[src/rtl/wd_pkg.sv]
package wd_pkg;
  typedef enum logic [2:0] {
    PH_OFF,
    PH_LEAD,
    PH_CLOSED,
    PH_OPEN,
    PH_PULSE
  } wdPhase_e;

  typedef struct packed {
    logic     load;
    wdPhase_e sel;
  } wdStrobe_s;
endpackage

[src/rtl/trig_filter.sv]
module trig_filter #(
  parameter int STABLE_TICKS = 3
) (
  input  logic clk,
  input  logic rstN,
  input  logic usTick,
  input  logic rawIn,
  output logic rise
);
  localparam int CW = $clog2(STABLE_TICKS + 1);

  logic sync1, sync2, filtLevel;
  logic [CW-1:0] runCnt;

  always_ff @(posedge clk or negedge rstN) begin
    if (!rstN) begin
      sync1     <= 1'b0;
      sync2     <= 1'b0;
      filtLevel <= 1'b0;
      runCnt    <= '0;
      rise      <= 1'b0;
    end else begin
      sync1 <= rawIn;
      sync2 <= sync1;
      rise  <= 1'b0;
      if (sync2 == filtLevel) begin
        runCnt <= '0;
      end else if (usTick) begin
        if (runCnt == CW'(STABLE_TICKS - 1)) begin
          filtLevel <= sync2;
          runCnt    <= '0;
          rise      <= sync2;
        end else begin
          runCnt <= runCnt + 1'b1;
        end
      end
    end
  end
endmodule

[src/rtl/wd_datapath.sv]
module wd_datapath
  import wd_pkg::*;
#(
  parameter int LEAD_CYC   = 3922,
  parameter int CLOSED_CYC = 800,
  parameter int OPEN_CYC   = 840,
  parameter int PULSE_CYC  = 157
) (
  input  logic      clk,
  input  logic      rstN,
  input  logic      oscTick,
  input  wdStrobe_s strobe,
  output logic      lastTick
);
  localparam int MAX_A  = (LEAD_CYC > CLOSED_CYC) ? LEAD_CYC : CLOSED_CYC;
  localparam int MAX_B  = (OPEN_CYC > PULSE_CYC) ? OPEN_CYC : PULSE_CYC;
  localparam int MAXLEN = (MAX_A > MAX_B) ? MAX_A : MAX_B;
  localparam int CNT_W  = $clog2(MAXLEN + 1);

  logic [CNT_W-1:0] remain;

  function automatic logic [CNT_W-1:0] lenOf(input wdPhase_e ph);
    case (ph)
      PH_CLOSED: lenOf = CNT_W'(CLOSED_CYC);
      PH_OPEN:   lenOf = CNT_W'(OPEN_CYC);
      PH_PULSE:  lenOf = CNT_W'(PULSE_CYC);
      default:   lenOf = CNT_W'(LEAD_CYC);
    endcase
  endfunction

  always_ff @(posedge clk or negedge rstN) begin
    if (!rstN) begin
      remain <= CNT_W'(LEAD_CYC);
    end else if (strobe.load) begin
      remain <= lenOf(strobe.sel);
    end else if (oscTick && remain != '0) begin
      remain <= remain - 1'b1;
    end
  end

  assign lastTick = oscTick && (remain == CNT_W'(1));
endmodule

[src/rtl/wd_control.sv]
module wd_control
  import wd_pkg::*;
(
  input  logic      clk,
  input  logic      rstN,
  input  logic      trig,
  input  logic      lastTick,
  input  logic      uvResetN,
  input  logic      wdOff,
  input  logic      wake,
  output wdPhase_e  phase,
  output wdStrobe_s strobe
);
  wdPhase_e tgt;
  logic     jump;

  always_comb begin
    jump = 1'b0;
    tgt  = PH_LEAD;
    if (!uvResetN) begin
      jump = 1'b1;
    end else if (wdOff) begin
      tgt = PH_OFF;
    end else if (wake) begin
      jump = 1'b1;
    end else begin
      case (phase)
        PH_OFF: jump = 1'b1;
        PH_LEAD: begin
          if (trig)          begin jump = 1'b1; tgt = PH_CLOSED; end
          else if (lastTick) begin jump = 1'b1; tgt = PH_PULSE;  end
        end
        PH_CLOSED: begin
          if (trig)          begin jump = 1'b1; tgt = PH_PULSE; end
          else if (lastTick) begin jump = 1'b1; tgt = PH_OPEN;  end
        end
        PH_OPEN: begin
          if (trig)          begin jump = 1'b1; tgt = PH_CLOSED; end
          else if (lastTick) begin jump = 1'b1; tgt = PH_PULSE;  end
        end
        PH_PULSE: if (lastTick) jump = 1'b1;
        default:  jump = 1'b1;
      endcase
    end
  end

  assign strobe = '{load: jump, sel: tgt};

  always_ff @(posedge clk or negedge rstN) begin
    if (!rstN)                          phase <= PH_LEAD;
    else if (jump || tgt == PH_OFF)     phase <= tgt;
  end
endmodule

[src/rtl/window_watchdog.sv]
module window_watchdog
  import wd_pkg::*;
#(
  parameter int LEAD_CYC     = 3922,
  parameter int CLOSED_CYC   = 800,
  parameter int OPEN_CYC     = 840,
  parameter int PULSE_CYC    = 157,
  parameter int STABLE_TICKS = 3
) (
  input  logic clk,
  input  logic rstN,
  input  logic oscTick,
  input  logic usTick,
  input  logic trigPos,
  input  logic trigNeg,
  input  logic uvResetN,
  input  logic debugMode,
  input  logic lowPower,
  input  logic wakeStrobe,
  output logic resetN
);
  localparam int N_CH = 2;

  logic [N_CH-1:0] rawVec, riseVec;
  logic            trig, lastTick;
  wdPhase_e        phase;
  wdStrobe_s       strobe;

  assign rawVec = {~trigNeg, trigPos};

  for (genvar ch = 0; ch < N_CH; ch++) begin : g_filt
    trig_filter #(.STABLE_TICKS(STABLE_TICKS)) u_filt (
      .clk    (clk),
      .rstN   (rstN),
      .usTick (usTick),
      .rawIn  (rawVec[ch]),
      .rise   (riseVec[ch])
    );
  end

  assign trig = |riseVec;

  wd_control u_ctrl (
    .clk      (clk),
    .rstN     (rstN),
    .trig     (trig),
    .lastTick (lastTick),
    .uvResetN (uvResetN),
    .wdOff    (debugMode | lowPower),
    .wake     (wakeStrobe),
    .phase    (phase),
    .strobe   (strobe)
  );

  wd_datapath #(
    .LEAD_CYC   (LEAD_CYC),
    .CLOSED_CYC (CLOSED_CYC),
    .OPEN_CYC   (OPEN_CYC),
    .PULSE_CYC  (PULSE_CYC)
  ) u_dp (
    .clk      (clk),
    .rstN     (rstN),
    .oscTick  (oscTick),
    .strobe   (strobe),
    .lastTick (lastTick)
  );

  assign resetN = uvResetN & (phase != PH_PULSE);
endmodule

[config.mk]
export PLATFORM = sky130hd
export DESIGN_NAME = window_watchdog
export DESIGN_NICKNAME = d
export VERILOG_FILES = /design/src/rtl/wd_pkg.sv /design/src/rtl/trig_filter.sv /design/src/rtl/wd_datapath.sv /design/src/rtl/wd_control.sv /design/src/rtl/window_watchdog.sv
export SDC_FILE = /design/constraint.sdc
export NUM_CORES = 1
export LEC_CHECK = 0
export ABC_AREA = 1
export BUFFER_PORTS_ARGS = -buffer_cell sky130_fd_sc_hd__buf_2
export CAP_MARGIN = 20
export CORE_MARGIN = 2
export CORE_UTILIZATION = 55
export DETAILED_ROUTE_END_ITERATION = 16
export GPL_ROUTABILITY_DRIVEN = 0
export PLACE_DENSITY = 0.73
export SYNTH_ARGS = -nofsm -noshare
export SYNTH_HDL_FRONTEND = slang
export SYNTH_SLANG_ARGS = --single-unit
[constraint.sdc]
create_clock -name clk -period 2.2 [get_ports clk]
set_clock_uncertainty 0.2 [all_clocks]
set_input_delay 0.33 -clock clk [delete_from_list [all_inputs] [get_ports clk]]
set_output_delay 0.33 -clock clk [all_outputs]
set_load 0.02 [all_outputs]
==> results of run 1 <==
==> registers in the layout, indices dropped and copies added, names as in the netlist <==
register / count
g_filt.u_filt.filtLevel: 2
g_filt.u_filt.sync2: 2
u_ctrl.phase: 3
g_filt.u_filt.runCnt: 4
g_filt.u_filt.rise: 2
u_dp.remain: 12
g_filt.u_filt.sync1: 2
==> layer usage <==
| metal | up-vias | share of wire [%] | GRT usage [%] |
|---|---|---|---|
| li1 | 702 | - | - |
| met1 | 656 | 46 | 27.1 |
| met5 | - | 0 | 0 |
| met3 | 5 | 2.8 | 2.86 |
| met4 | 0 | 1.5 | 9.09 |
| met2 | 20 | 50 | 35.6 |
==> power groups by stage <==
stage / Sequential (mW) / Clock, mW / Combinational (mW)
finish: 0.658 / 0.216 / 0.343
global route: 0.669 / 0.241 / 0.393
CTS: 0.656 / 0.221 / 0.345
detailed placement: 0.666 / 0 / 0.339
global placement: 0.661 / 0 / 0.327
floorplan: 0.647 / 0 / 0.274
==> synth_stat cells, types with 2 or more instances <==
| library cell | count | area share [%] |
|---|---|---|
| a21oi_2 | 3 | 1.6 |
| a31oi_1 | 2 | 0.76 |
| dfrtp_1 | 19 | 29 |
| dfstp_2 | 8 | 13 |
| ha_1 | 3 | 2.3 |
| inv_1 | 27 | 6.2 |
| inv_2 | 2 | 0.46 |
| nand2_1 | 41 | 9.3 |
| nand2_2 | 3 | 1.1 |
| nand2_4 | 4 | 2.7 |
| nand3_1 | 21 | 6.4 |
| nand3_4 | 2 | 2.1 |
| nand4_1 | 3 | 1.1 |
| nor2_1 | 27 | 6.2 |
| nor2_2 | 2 | 0.76 |
| nor2_4 | 3 | 2.0 |
| o211ai_2 | 2 | 1.5 |
| o21ai_0 | 14 | 4.3 |
| o21ai_1 | 7 | 2.1 |
| o21ai_2 | 2 | 1.1 |
| or2_2 | 3 | 1.1 |
| xnor2_1 | 2 | 1.1 |
| xor2_1 | 3 | 1.6 |
==> area by class of cell <==
cell class / instances / area [µm²] / area share, %
tap: 31 / 38.8 / 2.18
inverter: 30 / 114 / 6.39
sequential: 27 / 686 / 38.5
multi-input combinational: 150 / 837 / 47.0
clock buffer: 4 / 26.3 / 1.47
timing repair buffer: 13 / 80.1 / 4.49
==> per-stage QoR <==
stage,setup WS [ns],total power [mW],instances,util [%],area [µm²]
3_5_place_dp,0.297,1.00,248,61.5,1730
4_1_cts,0.268,1.22,255,63.5,1780
5_1_grt,0.178,1.30,255,63.5,1780
6_report,0.275,1.22,255,63.5,1780
2_1_floorplan,0.463,0.922,208,-,1650
3_3_place_gp,0.343,0.988,248,61.5,1730
==> cell families (layout without fill, tap and decap cells) <==
kind of cell	after synthesis	count (layout)	share of synthesized area, %
adder cells (fa/ha/maj)	3	3	2.28
XOR/XNOR	5	5	2.66
AO/OA/AOI/OAI	31	31	11.6
flip-flops	27	27	41.6
buffers and inverters	31	47	7.59
AND/OR/NAND/NOR	111	111	34.2
==> timing repair <==
action                    4_1_cts  5_1_grt
hold buffers                    3        0
hold endpoints to repair       21        0
gates resized for setup         0        0
==> worst reg2reg max path: cells and delay by family, from the launching register on <==
kind | cells | cell delay [ns]
AND/OR/NAND/NOR | 7 | 0.61
adder cells (fa/ha/maj) | 1 | 0.18
AO/OA/AOI/OAI | 1 | 0.11
buffers and inverters | 2 | 0.21
flip-flops | 1 | 0.56
==> final timing paths <==
path	start	to	slack [ns]
worst max-delay path	u_dp.remain[1]$_DFFE_PN1P_	u_dp.remain[5]$_DFFE_PN0P_	0.28
max in group asynchronous	rstN	u_ctrl.phase[1]$_DFFE_PN0P_	1.09
min in group asynchronous	rstN	u_dp.remain[7]$_DFFE_PN0P_	0.32
worst min-delay path	usTick	g_filt[0].u_filt.runCnt[0]$_DFFE_PN0P_	0.14
worst max register to register	u_dp.remain[1]$_DFFE_PN1P_	u_dp.remain[5]$_DFFE_PN0P_	0.28
worst min register to register	g_filt[0].u_filt.sync1$_DFF_PN0_	g_filt[0].u_filt.sync2$_DFF_PN0_	0.18
==> summary.txt, run 1 <==
Floorplanning
  • Die X: 58.7 µm
  • Die Ht: a little under 60 µm
  • Std-Cell Rows: 19
  • Core area: around 0.0028 mm²
  • Ports: 11
  • Starting Density: around three fifths
  • Die Area: between 0.003 and 0.004 mm²

Worst setup path
  • CP most frequent cell: nand2_1
  • WS Path Type: flip-flop to flip-flop
  • Req. time, crit path: roughly 2.3 ns
  • Arrival time at the worst endpoint: around 2 ns
  • Worst path cell trace: inv_1, ha_1, nand2_1, nor2_4, nand2_4, nand3_4, nand2_4, clkinv_2, o21ai_1, nand2_1, nand2_1
  • Slowest CP cell: dfstp_2
  • FF-to-FF path depth: 11
  • Crit path buffers/inverters: 2
  • Critical-path maximum fanout: 17
  • Critical Path End Type: flip-flop
  • Crit path depth: 11
  • Startpoint Class: flip-flop
  • Crit path largest cell delay: around 0.56 ns
  • Largest delay share family, worst path: simple AND/OR/NAND/NOR gates

Timing
  • Final setup viols: 0
  • RSZ-0062 raised after global routing: no
  • Hold WS: around 0.14 ns
  • Slew headroom: 60.5%
  • Max frequency: a little over 500 MHz
  • Crit share post-route: between 80% and 90%
  • Fin. Hold Viols: 0
  • Min Tclk post-route: ~1.9 ns
  • TNS Setup: 0 ns
  • Slew Viols, Final: 0
  • Worst Tran Pin Value: ~0.6 ns

GRT
  • First-pass GRT wire length: 5550 µm
  • Antenna violations before repair: 0
  • GRT Total Usage: 21.1%
  • Largest net degree at the start of global routing: 28
  • Grt total ovfl: 0
  • Number of global-route vias before repair: approximately 1300

Clock network
  • Level count of the clock H-tree: 1
  • CTS tree: yes
  • CTS buffer count: 3
  • Max clock buf depth: 2
  • # Post-CTS Setup Buffers: 0
  • CTS Sinks: 27
  • Clk root buf: clkbuf_4
  • Clk pin slew, worst setup/hold paths: about 0.14 ns
  • Worst-Skew Late Latency: between 0.3 and 0.4 ns

Layout
  • Commonest cells after routing, fill and taps aside: nand2_1 (41), inv_1 (27), nor2_1 (27)
  • Nets: approximately 240
  • Commonest non-fill, non-tap cell in the layout: nand2_1
  • Ratio of cells with drive above 1 in the final layout: 21.9%
  • Fillers: 250
  • Area growth syn-to-layout: 8.12%
  • Ant diodes: 0

Power and ir drop
  • Max VDD drop: 588 µV
  • Comb pwr share: around 28%
  • Sw frac: a little over a third
  • Pwr per Cell Area: 683 mW/mm²
  • Static Leak: just under 0.9 nW
  • Internal power: 0.790 mW
  • Sequential share of power: between 50% and 60%
  • Clk pwr share: 17.8%
  • Net Sw Power: about 0.43 mW

Synth
  • Synth warn: 0
  • Synthesis-stage register bit count: 27
  • EDFF count, synth: 0
  • FFs w/ async S/R, synth: 100%
  • Syn Inst Count: about 210
  • Ys flop type: dfrtp_1
  • Syn avg cell area: around 8 µm²
  • Syn nets: approximately 220
  • Register area share after synthesis: 41.6%
  • Yosys cell types: 28
  • Netlist Area Pre-Place: 0.00165 mm²

Detailed routing
  • Initial DRC count: 63
  • DRT Pass-1 Iters: 4
  • DRC viols: 0
  • Routed vias/inst: about 5.4
  • Wire per inst: between 10 and 15 µm
  • Routed WL: around 3200 µm
  • Post-route ant nets: 0
  • Vias: about 1400

Place
  • Port bufs: 10
  • Hpwl dp: about 2500 µm

Run status
  • Status: finished, final reports clean

Hold path
  • Worst hold path depth: 4
  • Hold Path Class: input port to flip-flop

Run
  • # Max-Cap Violations: 0
(Power assumes the default switching activity.)
==> inputs of run 2 (changes only) <==
--- a/config.mk
+++ b/config.mk
@@ -8,11 +8,10 @@
 export ABC_AREA = 1
 export BUFFER_PORTS_ARGS = -buffer_cell sky130_fd_sc_hd__buf_2
 export CAP_MARGIN = 20
-export CORE_MARGIN = 2
 export CORE_UTILIZATION = 55
 export DETAILED_ROUTE_END_ITERATION = 16
 export GPL_ROUTABILITY_DRIVEN = 0
-export PLACE_DENSITY = 0.73
+export PLACE_DENSITY = 0.85
 export SYNTH_ARGS = -nofsm -noshare
 export SYNTH_HDL_FRONTEND = slang
 export SYNTH_SLANG_ARGS = --single-unit
==> run 2 against run 1 <==
  * Combinational power is essentially flat
  * Worst hold slack gained 0.0015 ns
  * Sequential share of layout area shrank 0.11 points
  * Sequential power shrank 0.6%
  * Cell count is the same
  * Clock power grew 5%
  * Clock-buffer cell count shrank 1
  * Critical path depth shrank 2
  * Largest power group unchanged
==> summary.txt, run 2 (synthesis gave the netlist of run 1 again) <==
Layout
  • Area growth syn-to-layout: 8.43%
  • Nets: 238 (unchanged)
  • Ratio of cells with drive above 1 in the final layout: 22.3% (+0.45 points)
  • Commonest non-fill, non-tap cell in the layout: nand2_1
  • Fillers: 249 (-0.40%)
  • Non-Filler Instances: 255 (unchanged)
  • Commonest cells after routing, fill and taps aside: nand2_1 (41), inv_1 (27), nor2_1 (27)
  • Largest register FFs: 12 (unchanged)
  • Biggest regs: u_dp.remain: 12 flops, g_filt.u_filt.runCnt: 4 flops, u_ctrl.phase: 3 flops
  • Largest Register: u_dp.remain
  • Ant diodes: 0 (unchanged)

Detailed routing
  • Vias: 1353 (-2.2%)
  • Post-route ant nets: 0 (unchanged)
  • Routed vias/inst: 5.31 (-2.2%)
  • Initial DRC count: 103 (+63%)
  • DRC viols: 0 (unchanged)
  • DRT Pass-1 Iters: 5 (+1)
  • Routed WL: 3130 µm (-2.2%)
  • Wire per inst: 12.3 µm (-2.2%)

Floorplanning
  • Core area: 0.00281 mm² (unchanged)
  • Die Area: 0.00322 mm² (-6.7%)
  • Starting Density: 58.7% (unchanged)
  • Ports: 11 (unchanged)
  • Std-Cell Rows: 19 (unchanged)
  • Die X: 56.7 µm (-3.4%)
  • Die Ht: 56.7 µm (-3.4%)

Worst setup path
  • Arrival time at the worst endpoint: 2.01 ns (about the same)
  • Req. time, crit path: 2.26 ns (about the same)
  • Critical Path End Type: flip-flop
  • FF-to-FF path depth: 9 (-2)
  • R2R setup slack: 0.25 ns (-0.02 ns)
  • WS Path Type: flip-flop to flip-flop
  • Critical-path maximum fanout: 17 (unchanged)
  • CP startpoint: u_dp.remain[1]$_DFFE_PN1P_
  • Startpoint Class: flip-flop
  • Worst flop-to-flop path startpoint: u_dp.remain[1]$_DFFE_PN1P_
  • RR Endpoint: u_dp.remain[9]$_DFFE_PN1P_

Place
  • Setup slack at placement: 0.266 ns (-0.0307 ns)
  • Placed insts: 248 (unchanged)
  • Hpwl dp: 2450 µm (-1.2%)
  • Port bufs: 10 (unchanged)

Timing
  • Worst setup margin: 0.254 ns (-0.0215 ns)
  • Worst Tran Pin Value: 0.578 ns (-0.0134 ns)
  • RSZ-0062 raised after global routing: no
  • TNS Setup: 0 ns (unchanged)
  • Crit share post-route: 88.5% (+0.98 points)
  • Max frequency: 514 MHz (-1.1%)
  • Final setup viols: 0 (unchanged)
  • Slew headroom: 61.4% (+0.90 points)
  • Slew Viols, Final: 0 (unchanged)
  • Min Tclk post-route: 1.95 ns (+0.0215 ns)
  • Fin. Hold Viols: 0 (unchanged)
  • Hold WS: 0.142 ns (+0.00148 ns)

Run status
  • Status: finished, final reports clean

Clock network
  • Clk pin slew, worst setup/hold paths: 0.15 ns (about the same)
  • Post_cts resized: 0 (unchanged)
  • Level count of the clock H-tree: 1 (unchanged)
  • Max clock buf depth: 2 (unchanged)
  • Worst-Skew Late Latency: 0.33 ns (about the same)
  • # Post-CTS Setup Buffers: 0 (unchanged)
  • CTS Sinks: 27 (unchanged)
  • CTS tree: yes
  • Clk root buf: clkbuf_4
  • CTS buffer count: 3 (unchanged)

Power and ir drop
  • Pwr per Cell Area: 687 mW/mm² (+0.66%)
  • Max VDD drop: 508 µV (-14%)
  • Static Leak: 0.878 nW (+0.38%)
  • Power, Total: 1.23 mW (+0.94%)

GRT
  • Largest net degree at the start of global routing: 28 (unchanged)
  • Grt total ovfl: 0 (unchanged)
  • First-pass GRT wire length: 5560 µm (+0.13%)
  • Number of global-route vias before repair: 1281 (-4.1%)
  • Antenna violations before repair: 0 (unchanged)
  • GRT Total Usage: 22.7% (+1.6 points)

Hold path
  • Worst hold path depth: 4 (unchanged)
  • Hold Path Class: input port to flip-flop
  • Hold endpoint: g_filt[0].u_filt.runCnt[0]$_DFFE_PN0P_
  • Hold_sp: usTick

Run
  • # Max-Cap Violations: 0 (unchanged)
## run 2: cell types whose count changed in the layout (fill, tap and decap cells not counted), sizes merged
cell / before / now
clkbuf: 4 / 3
inv: 29 / 30
## run 2: final cells by class
type / instances / area, µm² / area share (%)
repair buffers: 13 / 80.1 / 4.48
inverters: 30 / 114 / 6.37
multi-input cells: 150 / 837 / 46.8
clock inverters: 1 / 8.76 / 0.490
well taps: 31 / 38.8 / 2.17
flip-flops and latches: 27 / 686 / 38.4
clock buffers: 3 / 22.5 / 1.26
## run 2: worst max-delay path by stage
stage	end	slack [ns]
after floorplan	u_dp.remain[4]$_DFFE_PN1P_	0.46
after global routing	u_dp.remain[9]$_DFFE_PN1P_	0.11
final	u_dp.remain[9]$_DFFE_PN1P_	0.25
after global placement	u_dp.remain[9]$_DFFE_PN1P_	0.35
after detailed placement	u_dp.remain[9]$_DFFE_PN1P_	0.27
after CTS	u_dp.remain[9]$_DFFE_PN1P_	0.23
## run 2: metal layers
metal  vias to the layer above  GRT usage, %  routed length (µm)
li1                        701             -                   -
met1                       610          29.6                1440
met2                        33          36.9                1480
met3                         9          3.46                 130
met4                         0          11.1                  74
met5                         -             0                   0
## run 2: what timing repair did
action | 4_1_cts | 5_1_grt
setup endpoints to repair | 0 | 0
hold endpoints to repair | 21 | 0
hold buffers | 3 | 0
## run 2: per-stage QoR
stage	utilization (%)	area (µm²)
detailed placement	61.5	1730
CTS	63.7	1790
global placement	61.5	1730
global route	63.7	1790
floorplan	-	1650
finish	63.7	1790
## run 2: where the power goes
| part | switching, mW | total [mW] | internal, mW |
|---|---|---|---|
| Clock | 0.153 | 0.227 | 0.0743 |
| Sequential | 0.0626 | 0.654 | 0.592 |
| Combinational | 0.219 | 0.346 | 0.127 |
## run 2: worst max-delay path: stages, from the launching register on
cell and delay [ns]:
dfstp_2 0.56, inv_1 0.07, ha_1 0.18, nand2_1 0.10
nor2_4 0.06, nand2_4 0.07, nand3_4 0.07, nand2_4 0.19
clkinv_2 0.14, o21ai_0 0.22
==> inputs of run 3 (changes only) <==
--- a/config.mk
+++ b/config.mk
@@ -8,6 +8,7 @@
 export ABC_AREA = 1
 export BUFFER_PORTS_ARGS = -buffer_cell sky130_fd_sc_hd__buf_2
 export CAP_MARGIN = 20
+export CORE_MARGIN = 4
 export CORE_UTILIZATION = 55
 export DETAILED_ROUTE_END_ITERATION = 16
 export GPL_ROUTABILITY_DRIVEN = 0
==> constraint.sdc (replaced) <==
create_clock -name clk -period 2.2 [get_ports clk]
set_clock_uncertainty 0.2 [all_clocks]
set_input_delay 0.33 -clock clk [delete_from_list [all_inputs] [get_ports clk]]
set_output_delay 0.33 -clock clk [all_outputs]
set_load 0.01 [all_outputs]
==> run 3 against run 2 <==
  * Sequential share of layout area stayed put
  * Flip-flop and latch count did not move
  * Register-to-register slack worse by 0.05 ns
  * Non-clock buffer count unchanged
  * Sequential power hardly changed
  * First-iteration DRC count is 3.9% lower
  * Clock power hardly changed
  * Setup slack lost 0.046 ns
  * Critical endpoint unchanged
  * Largest power group unchanged
==> summary.txt, run 3 (synthesis gave the netlist of run 1 again) <==
Run
  • # Max-Cap Violations: 0 (unchanged)

Timing
  • Hold WS: 0.136 ns (-0.00551 ns)
  • Slew Viols, Final: 0 (unchanged)
  • Slew headroom: 61.6% (+0.16 points)
  • Worst Tran Pin Value: 0.576 ns (-0.00244 ns)
  • Min Tclk post-route: 1.99 ns (+0.0456 ns)
  • RSZ-0062 raised after global routing: no
  • Final setup viols: 0 (unchanged)
  • Fin. Hold Viols: 0 (unchanged)
  • TNS Setup: 0 ns (unchanged)
  • Crit share post-route: 90.5% (+2.1 points)
  • Max frequency: 502 MHz (-2.3%)

GRT
  • Grt total ovfl: 0 (unchanged)
  • Largest net degree at the start of global routing: 28 (unchanged)
  • Met1 Use GR: 23.6% (-6.0 points)
  • GRT Total Usage: 17.4% (-5.3 points)
  • Antenna violations before repair: 0 (unchanged)
  • Number of global-route vias before repair: 1253 (-2.2%)
  • M3 GR Usage: 2.16% (-1.3 points)
  • GRT busiest layer: met2
  • Grt met2 use: 27.3% (-9.6 points)
  • First-pass GRT wire length: 5470 µm (-1.6%)

Place
  • Placed insts: 248 (unchanged)
  • Hpwl dp: 2440 µm (about the same)
  • Port bufs: 10 (unchanged)

Floorplanning
  • Starting Density: 58.7% (unchanged)
  • Core area: 0.00281 mm² (unchanged)
  • Die X: 62.7 µm (+11%)
  • Ports: 11 (unchanged)
  • Die Ht: 62.7 µm (+11%)
  • Die Area: 0.00394 mm² (+22%)
  • Std-Cell Rows: 19 (unchanged)

Power and ir drop
  • Static Leak: 0.878 nW (unchanged)
  • Power, Total: 1.23 mW (+0.32%)
  • Max VDD drop: 515 µV (+1.3%)
  • Pwr per Cell Area: 690 mW/mm² (+0.32%)

Layout
  • Ratio of cells with drive above 1 in the final layout: 22.3% (unchanged)
  • Nets: 238 (unchanged)
  • Biggest regs: u_dp.remain: 12 flops, g_filt.u_filt.runCnt: 4 flops, u_ctrl.phase: 3 flops
  • Non-Filler Instances: 255 (unchanged)
  • Commonest non-fill, non-tap cell in the layout: nand2_1
  • Area growth syn-to-layout: 8.43% (unchanged)
  • Commonest cells after routing, fill and taps aside: nand2_1 (41), inv_1 (27), nor2_1 (27)
  • Largest register FFs: 12 (unchanged)
  • Ant diodes: 0 (unchanged)
  • Largest Register: u_dp.remain

Worst setup path
  • Slowest CP cell: dfstp_2
  • Arrival time at the worst endpoint: 2.03 ns (+0.02 ns)
  • Crit path largest cell delay: 0.56 ns (about the same)
  • Largest delay share family, worst path: flip-flops
  • CP most frequent cell: nand2_4
  • Critical Path End Type: flip-flop
  • Worst path cell trace: inv_1, ha_1, nand2_1, nor2_4, nand2_4, nand3_4, nand2_4, clkinv_2, o21ai_0
  • Critical-path maximum fanout: 17 (unchanged)
  • WS Path Type: flip-flop to flip-flop
  • Startpoint Class: flip-flop
  • Req. time, crit path: 2.24 ns (-0.02 ns)
  • Crit path buffers/inverters: 2 (unchanged)

Detailed routing
  • Wire per inst: 12.2 µm (-0.48%)
  • DRC viols: 0 (unchanged)
  • Routed WL: 3110 µm (-0.48%)
  • DRT Pass-1 Iters: 4 (-1)
  • Routed vias/inst: 5.44 (+2.4%)
  • Vias: 1386 (+2.4%)
  • Initial DRC count: 99 (-3.9%)
  • Post-route ant nets: 0 (unchanged)

Clock network
  • Clk root buf: clkbuf_4
  • CTS buffer count: 3 (unchanged)
  • Clk pin slew, worst setup/hold paths: 0.16 ns (about the same)
  • Post_cts resized: 0 (unchanged)
  • CTS tree: yes
  • Level count of the clock H-tree: 1 (unchanged)
  • CTS Sinks: 27 (unchanged)
  • Max clock buf depth: 2 (unchanged)
  • Worst-Skew Late Latency: 0.33 ns (about the same)

Run status
  • Status: finished, final reports clean

Hold path
  • Hold Path Class: input port to flip-flop
## run 3: cell counts in the layout (fill, tap and decap cells not counted)
Identical to the previous run, type by type.
## run 3: tightest hold or removal path, cell delays in order
cell	delay [ns]
buf_2	0.08
inv_1	0.06
nand3_1	0.10
o21ai_0	0.08
## run 3: worst paths after layout
path                                                       start                                endpoint  slack [ns]  cells after the start
min in group asynchronous                                   rstN        g_filt[1].u_filt.sync2$_DFF_PN0_        0.31                      2
worst min-delay path                                      usTick  g_filt[0].u_filt.runCnt[0]$_DFFE_PN0P_        0.14                      4
worst min register to register  g_filt[1].u_filt.sync1$_DFF_PN0_        g_filt[1].u_filt.sync2$_DFF_PN0_        0.16                      0
max in group asynchronous                                   rstN              u_dp.remain[1]$_DFFE_PN1P_        1.11                      2
worst max-delay path                  u_dp.remain[1]$_DFFE_PN1P_              u_dp.remain[9]$_DFFE_PN1P_        0.21                      9
worst max register to register        u_dp.remain[1]$_DFFE_PN1P_              u_dp.remain[9]$_DFFE_PN1P_        0.21                      9
## run 3: power by group
part | total, mW | switching, mW | internal (mW) | leakage (nW)
clock | 0.230 | 0.156 | 0.0742 | 0.0183
sequential | 0.654 | 0.0624 | 0.592 | 0.331
combinational | 0.348 | 0.220 | 0.128 | 0.528
## run 3: area by class of cell
cell class / instances / area [µm²]
clock buffers: 3 / 22.5
clock inverters: 1 / 8.76
fillers: 230 / 1020
inverters: 30 / 114
multi-input cells: 150 / 837
flip-flops and latches: 27 / 686
well taps: 31 / 38.8
repair buffers: 13 / 80.1
## run 3: routing by layer
metal | up-vias | wire length, µm
met5 | - | 0
met4 | 0 | 78
met3 | 6 | 115
met2 | 38 | 1470
met1 | 646 | 1450
li1 | 696 | -
## run 3: what timing repair did
action | CTS | global route
hold buffers | 3 | 0
endpoints found under the hold margin | 21 | 0
buffers inserted | 0 | 0
## run 3: stage by stage
stage / setup WS [ns] / util [%] / cell area (µm²)
detailed placement: 0.243 / 61.5 / 1730
global placement: 0.340 / 61.5 / 1730
global route: 0.0993 / 63.7 / 1790
CTS: 0.207 / 63.7 / 1790
finish: 0.208 / 63.7 / 1790
floorplan: 0.463 / - / 1650
